File: config.mk
export PLATFORM = sky130hd
export DESIGN_NAME = cpw_inserter
export DESIGN_NICKNAME = d
export VERILOG_FILES = /design/src/rtl/cpw_pkg.sv /design/src/rtl/cpw_ram.sv /design/src/rtl/cpw_seq.sv /design/src/rtl/cpw_scale.sv /design/src/rtl/cpw_inserter.sv
export SDC_FILE = /design/constraint.sdc
export NUM_CORES = 2
export LEC_CHECK = 0
export BUFFER_PORTS_ARGS = -buffer_cell sky130_fd_sc_hd__buf_2
export CORE_ASPECT_RATIO = 1.1
export CORE_UTILIZATION = 45
export DETAILED_ROUTE_END_ITERATION = 8
export GPL_TIMING_DRIVEN = 1
export SETUP_SLACK_MARGIN = 0.4
export SLEW_MARGIN = 10
export SYNTH_ARGS = -nofsm -noshare
export SYNTH_HDL_FRONTEND = slang
export SYNTH_SLANG_ARGS = --single-unit
File: constraint.sdc
create_clock -name clk -period 20.8 [get_ports clk]
set_clock_uncertainty 0.1 [all_clocks]
set_input_delay 2.08 -clock clk [delete_from_list [all_inputs] [get_ports clk]]
set_output_delay 2.08 -clock clk [all_outputs]
set_load 0.02 [all_outputs]
File: src/rtl/cpw_pkg.sv
// Shared types for the cyclic extension and window stage.
package cpw_pkg;
    // Phase of the stage: taking in a block, playing out preamble, playing out data.
    typedef enum logic [1:0] {
        ST_FILL = 2'd0,
        ST_PRE  = 2'd1,
        ST_DATA = 2'd2
    } phase_e;
endpackage

File: src/rtl/cpw_ram.sv
// Simple single-write, asynchronous-read storage array.
// Assumes the reader tolerates a combinational read path.
module cpw_ram #(
    parameter int DEPTH = 16,
    parameter int W     = 32,
    localparam int AW   = (DEPTH > 1) ? $clog2(DEPTH) : 1
) (
    input  logic          clk,
    input  logic          we,
    input  logic [AW-1:0] waddr,
    input  logic [W-1:0]  wdata,
    input  logic [AW-1:0] raddr,
    output logic [W-1:0]  rdata
);
    logic [W-1:0] mem [DEPTH];

    // Write one entry per cycle.
    always_ff @(posedge clk) begin
        if (we) mem[waddr] <= wdata;
    end

    assign rdata = mem[raddr];
endmodule

File: src/rtl/cpw_seq.sv
// Maps an output position inside an extended block to a source index and a
// window entry. Assumes cp, cs <= nblk and 2*nw <= cp+nblk+cs.
module cpw_seq #(
    parameter int LW = 6
) (
    input  logic          clk,
    input  logic          rst_n,
    input  logic          active,
    input  logic [LW-1:0] pos,
    input  logic [LW-1:0] nblk,
    input  logic [LW-1:0] cp,
    input  logic [LW-1:0] cs,
    input  logic [LW-1:0] nw,
    output logic [LW-1:0] src,
    output logic          use_win,
    output logic [LW-1:0] win_k,
    output logic          last
);
    logic [LW-1:0] total;

    // Decode the prefix / body / suffix region and the taper region.
    always_comb begin
        total = cp + nblk + cs;
        if (pos < cp)             src = nblk - cp + pos;
        else if (pos < cp + nblk) src = pos - cp;
        else                      src = pos - cp - nblk;
        use_win = 1'b0;
        win_k   = '0;
        if (pos < nw) begin
            use_win = 1'b1;
            win_k   = pos;
        end else if (pos >= total - nw) begin
            use_win = 1'b1;
            win_k   = total - 1'b1 - pos;
        end
        last = (pos == total - 1'b1);
    end

    // every read lands inside the stored block and inside the extended length
    a_r2_src_in_block: assert property (@(posedge clk) disable iff (!rst_n)
        active |-> (src < nblk) && (pos < total));
    // a taper index never reaches past the configured half length
    a_r4_win_in_half: assert property (@(posedge clk) disable iff (!rst_n)
        (active && use_win) |-> (win_k < nw));
endmodule

File: src/rtl/cpw_scale.sv
// Multiplies signed I and Q by an unsigned Q1.15 coefficient with floor
// rounding; passes samples unchanged when disabled.
module cpw_scale #(
    parameter int DW = 16
) (
    input  logic [DW-1:0] coef,
    input  logic          en,
    input  logic [DW-1:0] in_i,
    input  logic [DW-1:0] in_q,
    output logic [DW-1:0] out_i,
    output logic [DW-1:0] out_q
);
    localparam logic [DW-1:0] ONE = DW'(1) << (DW - 1);
    logic signed [2*DW:0] pi, pq;

    // Full-precision products, then an arithmetic shift by DW-1.
    always_comb begin
        pi    = (2*DW+1)'($signed(in_i)) * (2*DW+1)'($signed({1'b0, coef}));
        pq    = (2*DW+1)'($signed(in_q)) * (2*DW+1)'($signed({1'b0, coef}));
        out_i = en ? pi[DW-1 +: DW] : in_i;
        out_q = en ? pq[DW-1 +: DW] : in_q;
    end

    // a unity coefficient leaves the sample untouched
    always_comb begin
        if (en && coef == ONE) begin
            a_r4_unity: assert (out_i == in_i && out_q == in_q);
        end
    end
endmodule

File: src/rtl/cpw_inserter.sv
// Top of the cyclic extension and edge window stage. Buffers one core block,
// then plays out an optional extended preamble and the extended block.
// Assumes configuration and memories are stable while a block is in flight.
module cpw_inserter #(
    parameter int DW     = 16,
    parameter int N_CORE = 16,
    parameter int N_PRE  = 8,
    parameter int W_MAX  = 8,
    localparam int NMAX  = (N_CORE > N_PRE) ? N_CORE : N_PRE,
    localparam int LW    = $clog2(3*NMAX + 1),
    localparam int SW    = 2*DW,
    localparam int AW_C  = (N_CORE > 1) ? $clog2(N_CORE) : 1,
    localparam int AW_P  = (N_PRE > 1) ? $clog2(N_PRE) : 1,
    localparam int AW_W  = $clog2(2*W_MAX)
) (
    input  logic            clk,
    input  logic            rst_n,
    input  logic [LW-1:0]   cfg_ncp,
    input  logic [LW-1:0]   cfg_ncs,
    input  logic [LW-1:0]   cfg_nw,
    input  logic [LW-1:0]   cfg_pcp,
    input  logic [LW-1:0]   cfg_pcs,
    input  logic [LW-1:0]   cfg_pw,
    input  logic            pre_we,
    input  logic [AW_P-1:0] pre_addr,
    input  logic [SW-1:0]   pre_wdata,
    input  logic            win_we,
    input  logic [AW_W-1:0] win_addr,
    input  logic [DW-1:0]   win_wdata,
    input  logic            in_valid,
    output logic            in_ready,
    input  logic            in_first,
    input  logic [SW-1:0]   in_data,
    output logic            out_valid,
    input  logic            out_ready,
    output logic [SW-1:0]   out_data
);
    import cpw_pkg::*;

    localparam logic [LW-1:0]   NC_L = LW'(N_CORE);
    localparam logic [LW-1:0]   NP_L = LW'(N_PRE);
    localparam logic [AW_C-1:0] WR_LAST = AW_C'(N_CORE - 1);

    phase_e          st_q;
    logic [AW_C-1:0] wr_q;
    logic            pend_q;
    logic [LW-1:0]   pos_q;

    logic            is_pre, step, in_hs;
    logic [LW-1:0]   cp, cs, nw, nblk, src, win_k;
    logic            use_win, last;
    logic [SW-1:0]   buf_rd, pre_rd, smp;
    logic [DW-1:0]   coef, sc_i, sc_q;
    logic [AW_W-1:0] win_rd_addr;

    assign in_ready = (st_q == ST_FILL);
    assign in_hs    = in_valid && in_ready;
    assign is_pre   = (st_q == ST_PRE);
    assign step     = (st_q != ST_FILL) && (!out_valid || out_ready);

    // Select the length set of the block being played out.
    always_comb begin
        cp   = is_pre ? cfg_pcp : cfg_ncp;
        cs   = is_pre ? cfg_pcs : cfg_ncs;
        nw   = is_pre ? cfg_pw  : cfg_nw;
        nblk = is_pre ? NP_L    : NC_L;
    end

    cpw_ram #(.DEPTH(N_CORE), .W(SW)) u_blk (
        .clk(clk), .we(in_hs), .waddr(wr_q), .wdata(in_data),
        .raddr(src[AW_C-1:0]), .rdata(buf_rd));

    cpw_ram #(.DEPTH(N_PRE), .W(SW)) u_pre (
        .clk(clk), .we(pre_we), .waddr(pre_addr), .wdata(pre_wdata),
        .raddr(src[AW_P-1:0]), .rdata(pre_rd));

    assign win_rd_addr = AW_W'(win_k) + (is_pre ? AW_W'(W_MAX) : AW_W'(0));

    cpw_ram #(.DEPTH(2*W_MAX), .W(DW)) u_win (
        .clk(clk), .we(win_we), .waddr(win_addr), .wdata(win_wdata),
        .raddr(win_rd_addr), .rdata(coef));

    cpw_seq #(.LW(LW)) u_seq (
        .clk(clk), .rst_n(rst_n), .active(st_q != ST_FILL),
        .pos(pos_q), .nblk(nblk), .cp(cp), .cs(cs), .nw(nw),
        .src(src), .use_win(use_win), .win_k(win_k), .last(last));

    assign smp = is_pre ? pre_rd : buf_rd;

    cpw_scale #(.DW(DW)) u_scale (
        .coef(coef), .en(use_win), .in_i(smp[SW-1:DW]), .in_q(smp[DW-1:0]),
        .out_i(sc_i), .out_q(sc_q));

    // Phase control: take in a block, then walk the extended positions.
    always_ff @(posedge clk) begin
        if (!rst_n) begin
            st_q   <= ST_FILL;
            wr_q   <= '0;
            pend_q <= 1'b0;
            pos_q  <= '0;
        end else begin
            case (st_q)
                ST_FILL: if (in_hs) begin
                    if (wr_q == '0) pend_q <= in_first;
                    if (wr_q == WR_LAST) begin
                        wr_q  <= '0;
                        pos_q <= '0;
                        st_q  <= ((wr_q == '0) ? in_first : pend_q) ? ST_PRE : ST_DATA;
                    end else begin
                        wr_q <= wr_q + AW_C'(1);
                    end
                end
                default: if (step) begin
                    pos_q <= last ? '0 : pos_q + LW'(1);
                    if (last) st_q <= is_pre ? ST_DATA : ST_FILL;
                end
            endcase
        end
    end

    // Output register with valid/ready hold.
    always_ff @(posedge clk) begin
        if (!rst_n) begin
            out_valid <= 1'b0;
            out_data  <= '0;
        end else if (step) begin
            out_valid <= 1'b1;
            out_data  <= {sc_i, sc_q};
        end else if (out_ready) begin
            out_valid <= 1'b0;
        end
    end

    // a stalled output keeps its value
    a_r8_hold: assert property (@(posedge clk) disable iff (!rst_n)
        (out_valid && !out_ready) |=> (out_valid && $stable(out_data)));
    // the preamble is always followed by the data block
    a_r6_pre_then_data: assert property (@(posedge clk) disable iff (!rst_n)
        (st_q == ST_PRE && step && last) |=> (st_q == ST_DATA));
    // no input is taken right after a block has been fully accepted
    a_r7_closed_after_block: assert property (@(posedge clk) disable iff (!rst_n)
        (in_hs && wr_q == WR_LAST) |=> !in_ready);
    // the stage reopens once the data block has been played out
    a_r7_reopen: assert property (@(posedge clk) disable iff (!rst_n)
        (st_q == ST_DATA && step && last) |=> in_ready);
endmodule

==> impl_metrics.toml <==
[routing]
totalWireLength_mm = 157
initialDrtViolationCount = 2802
drc = 0
via_count = 35800
drt-vias-per-instance = 5.55
antenna_violating_nets_post_route = 0
drt-wirelength-per-cell_um = 24.4
detailedRoute.firstPassIterationCount = 5

[worst_setup_path]
critical_path.n_buffers_inverters = 11
timing.critical_path.from_type = "primary input"
crit_path_max_incr_delay_ps = 800
timing.critical_path.max_delay_family = "adder cells"
cp_max_delay_cell = "sky130_fd_sc_hd__buf_4"
worstSetupEndpointType = "flip-flop"
critPathRequiredTime_ps = 21290
critical_path_class = "primary input to flip-flop"
timing.critical_path.fanout_max = 73
cp.arrival_ps = 14700

[floorplan]
floorplan.die_area_mm2 = 0.135
start_util = 0.453
die_height_um = 385
die_width_um = 350
ioPinCount = 164
placement_row_count = 140
floorplan.core_area_mm2 = 0.132

[yosys]
synth_top_flop_cell = "sky130_fd_sc_hd__edfxtp_1"
share_of_synthesized_area_occupied_by_flip_flops_and_latches = 0.527
synth_async_sr_flop_share = 0
yosysTopAreaCellShare = 0.512
syn_inst = 4426
synth.cell_area_mm2 = 0.0600
synth_seq_cells = 1070
synth_area_leader_cell = "sky130_fd_sc_hd__edfxtp_1"
average_footprint_of_a_synthesized_cell_um2 = 13.6
yosysWarningCount = 0
yosys.cell_types.count = 88
postSynthNetCount = 5202
number_of_enable_type_register_cells_in_the_synthesized_netlist = 1024
netlist_top_cells_count = "sky130_fd_sc_hd__edfxtp_1, sky130_fd_sc_hd__inv_1, sky130_fd_sc_hd__nand2_1, sky130_fd_sc_hd__nor2_1, sky130_fd_sc_hd__fa_1"
post_synth_main_area_contributors = "sky130_fd_sc_hd__edfxtp_1, sky130_fd_sc_hd__fa_1, sky130_fd_sc_hd__mux4_2"
count_leader_synth = "sky130_fd_sc_hd__edfxtp_1"

[final_layout]
final-seq-area_mm2 = 0.0317
area.growth.synth_to_final_pct = 11.0
nets = 5358
drive_gt1_frac = 0.167
fillers = 11300
multi_input_comb_area_mm2 = 0.0258

[clock_network]
cts_root_buffer = "sky130_fd_sc_hd__clkbuf_16"
cts_made_buffers = 105
clockBufferDepth = 3
postCtsSetupBuffers = 0
cts_tree = "yes"
path_clk_slew_ps = 60
ctsHoldBuffers = 0
clock-sinks = 1070
postCtsResizedCells = 0
worst_skew_pair.late_latency_ps = 740
cts-htree-levels = 3

[placed_design]
global_placement_routability_congestion = 0.849
post-dp-hpwl_mm = 99.7
placement.io_buffers = 163

[global_route]
grt_pass1_wl_mm = 235
initial_antenna_violation_count = 18
grt_max_degree = 110
via_count_of_the_first_global_routing_pass = 36900
overflow = 0
globalRouteTotalUtil = 0.238

[sta]
grt_setup_unrepaired = "no"
drv_slew = 0
clock.fmax_mhz = 70.4
report.final.hold_viol_count = 0
tightestPinTransition_ps = 1120
finalCriticalPeriod_ps = 14210
finalSetupTns_ps = 0
number_of_failing_setup_endpoints_in_the_final_timing_report = 0
final_min_period_over_clock_period = 0.683
max_slew_margin = 0.245

[flow_run]
max-cap-violations = 0

[worst_hold_path]
hold_path.class = "flip-flop to flip-flop"

[status]
status = "complete, no violations"
-- registers in the layout, summed over array words and instances, names as in the netlist --
name,count
u_blk.mem,512
st_q,2
pend_q,1
out_valid,1
pos_q,6
u_pre.mem,256
u_win.mem,256
wr_q,4
out_data,32
-- worst reg2reg max path, delay by kind of cell, from the launching register on --
| family | cells | cell delay, ps |
|---|---|---|
| xor gates and xnor gates | 1 | 140 |
| buffers and inverters | 10 | 2250 |
| adders and majority gates | 10 | 4140 |
| and+or+nand+nor | 12 | 2780 |
| DFF | 1 | 540 |
| muxes | 1 | 480 |
| AOI/OAI and AO/OA | 19 | 3550 |
-- per-stage QoR --
| stage | cells | area [um2] | setup WS [ps] | hold slack, ps | utilization |
|---|---|---|---|---|---|
| floorplan | 4426 | 60000 | 7950 | 372 | - |
| global placement | 6250 | 63300 | 6130 | 378 | 0.478 |
| detailed placement | 6250 | 63300 | 5950 | 385 | 0.478 |
| CTS | 6444 | 66600 | 6670 | 403 | 0.503 |
| global route | 6445 | 66600 | 5590 | 422 | 0.503 |
| finish | 6446 | 66600 | 6590 | 402 | 0.503 |
-- cells in the final DEF (no fill, tap or decap), types with 12 or more instances in the layout --
cell type | synthesis | final
sky130_fd_sc_hd__a211oi_1 | 38 | 38
sky130_fd_sc_hd__a21o_1 | 31 | 31
sky130_fd_sc_hd__a21oi_1 | 102 | 93
sky130_fd_sc_hd__a31oi_1 | 18 | 18
sky130_fd_sc_hd__and2_1 | 51 | 50
sky130_fd_sc_hd__and3_1 | 30 | 30
sky130_fd_sc_hd__buf_2 | 33 | 163
sky130_fd_sc_hd__buf_4 | 9 | 90
sky130_fd_sc_hd__clkbuf_1 | 132 | 19
sky130_fd_sc_hd__clkbuf_16 | 0 | 107
sky130_fd_sc_hd__clkinv_1 | 4 | 26
sky130_fd_sc_hd__clkinv_2 | 0 | 22
sky130_fd_sc_hd__dfxtp_1 | 46 | 46
sky130_fd_sc_hd__edfxtp_1 | 1024 | 1024
sky130_fd_sc_hd__fa_1 | 389 | 389
sky130_fd_sc_hd__ha_1 | 257 | 255
sky130_fd_sc_hd__inv_1 | 531 | 531
sky130_fd_sc_hd__mux2_2 | 57 | 57
sky130_fd_sc_hd__mux2i_1 | 59 | 58
sky130_fd_sc_hd__mux4_2 | 209 | 209
sky130_fd_sc_hd__nand2_1 | 452 | 450
sky130_fd_sc_hd__nand2b_1 | 44 | 43
sky130_fd_sc_hd__nand3_1 | 52 | 52
sky130_fd_sc_hd__nor2_1 | 390 | 360
sky130_fd_sc_hd__nor2_2 | 0 | 12
sky130_fd_sc_hd__nor2_4 | 0 | 18
sky130_fd_sc_hd__nor2b_1 | 57 | 54
sky130_fd_sc_hd__o211ai_1 | 35 | 35
sky130_fd_sc_hd__o21ai_0 | 95 | 92
sky130_fd_sc_hd__or2_2 | 17 | 17
sky130_fd_sc_hd__xnor2_1 | 43 | 42
sky130_fd_sc_hd__xor2_1 | 21 | 21
-- layer usage --
layer	global-route usage	routed length (um)	vias up
li1	-	-	15800
met1	0.309	64400	18600
met2	0.408	78900	1039
met3	0.0389	9090	252
met4	0.0707	4820	14
met5	0	81	-
-- final timing paths --
path	end	startpoint	slack [ps]	depth (start not counted)
max	out_data[13]	cfg_ncp[2]	6590	53
min	out_data[1]	out_data[1]	400	1
max reg2reg	out_data[13]	st_q[0]	6710	53
min reg2reg	out_data[1]	out_data[1]	400	1
-- logic make-up after synthesis --
kind of cell | count (synthesis) | synth area share
flops | 1070 | 0.527
buf+inv | 743 | 0.0483
xor+xnor | 65 | 0.00971
fa+ha+maj | 647 | 0.183
compound gates | 417 | 0.0460
mux | 330 | 0.100
simple gates | 1154 | 0.0850
-- area by class of cell --
class,instances,share of cell area
antenna,2,0.0000751
clock buffer,126,0.0412
clock inverter,68,0.00911
inverter,536,0.0302
multi-input combinational,2613,0.388
sequential,1070,0.475
tap,1775,0.0333
timing repair buffer,256,0.0233
Power is not shown: default switching activity piles up to over one toggle a cycle in this logic, so the estimate is an artifact.
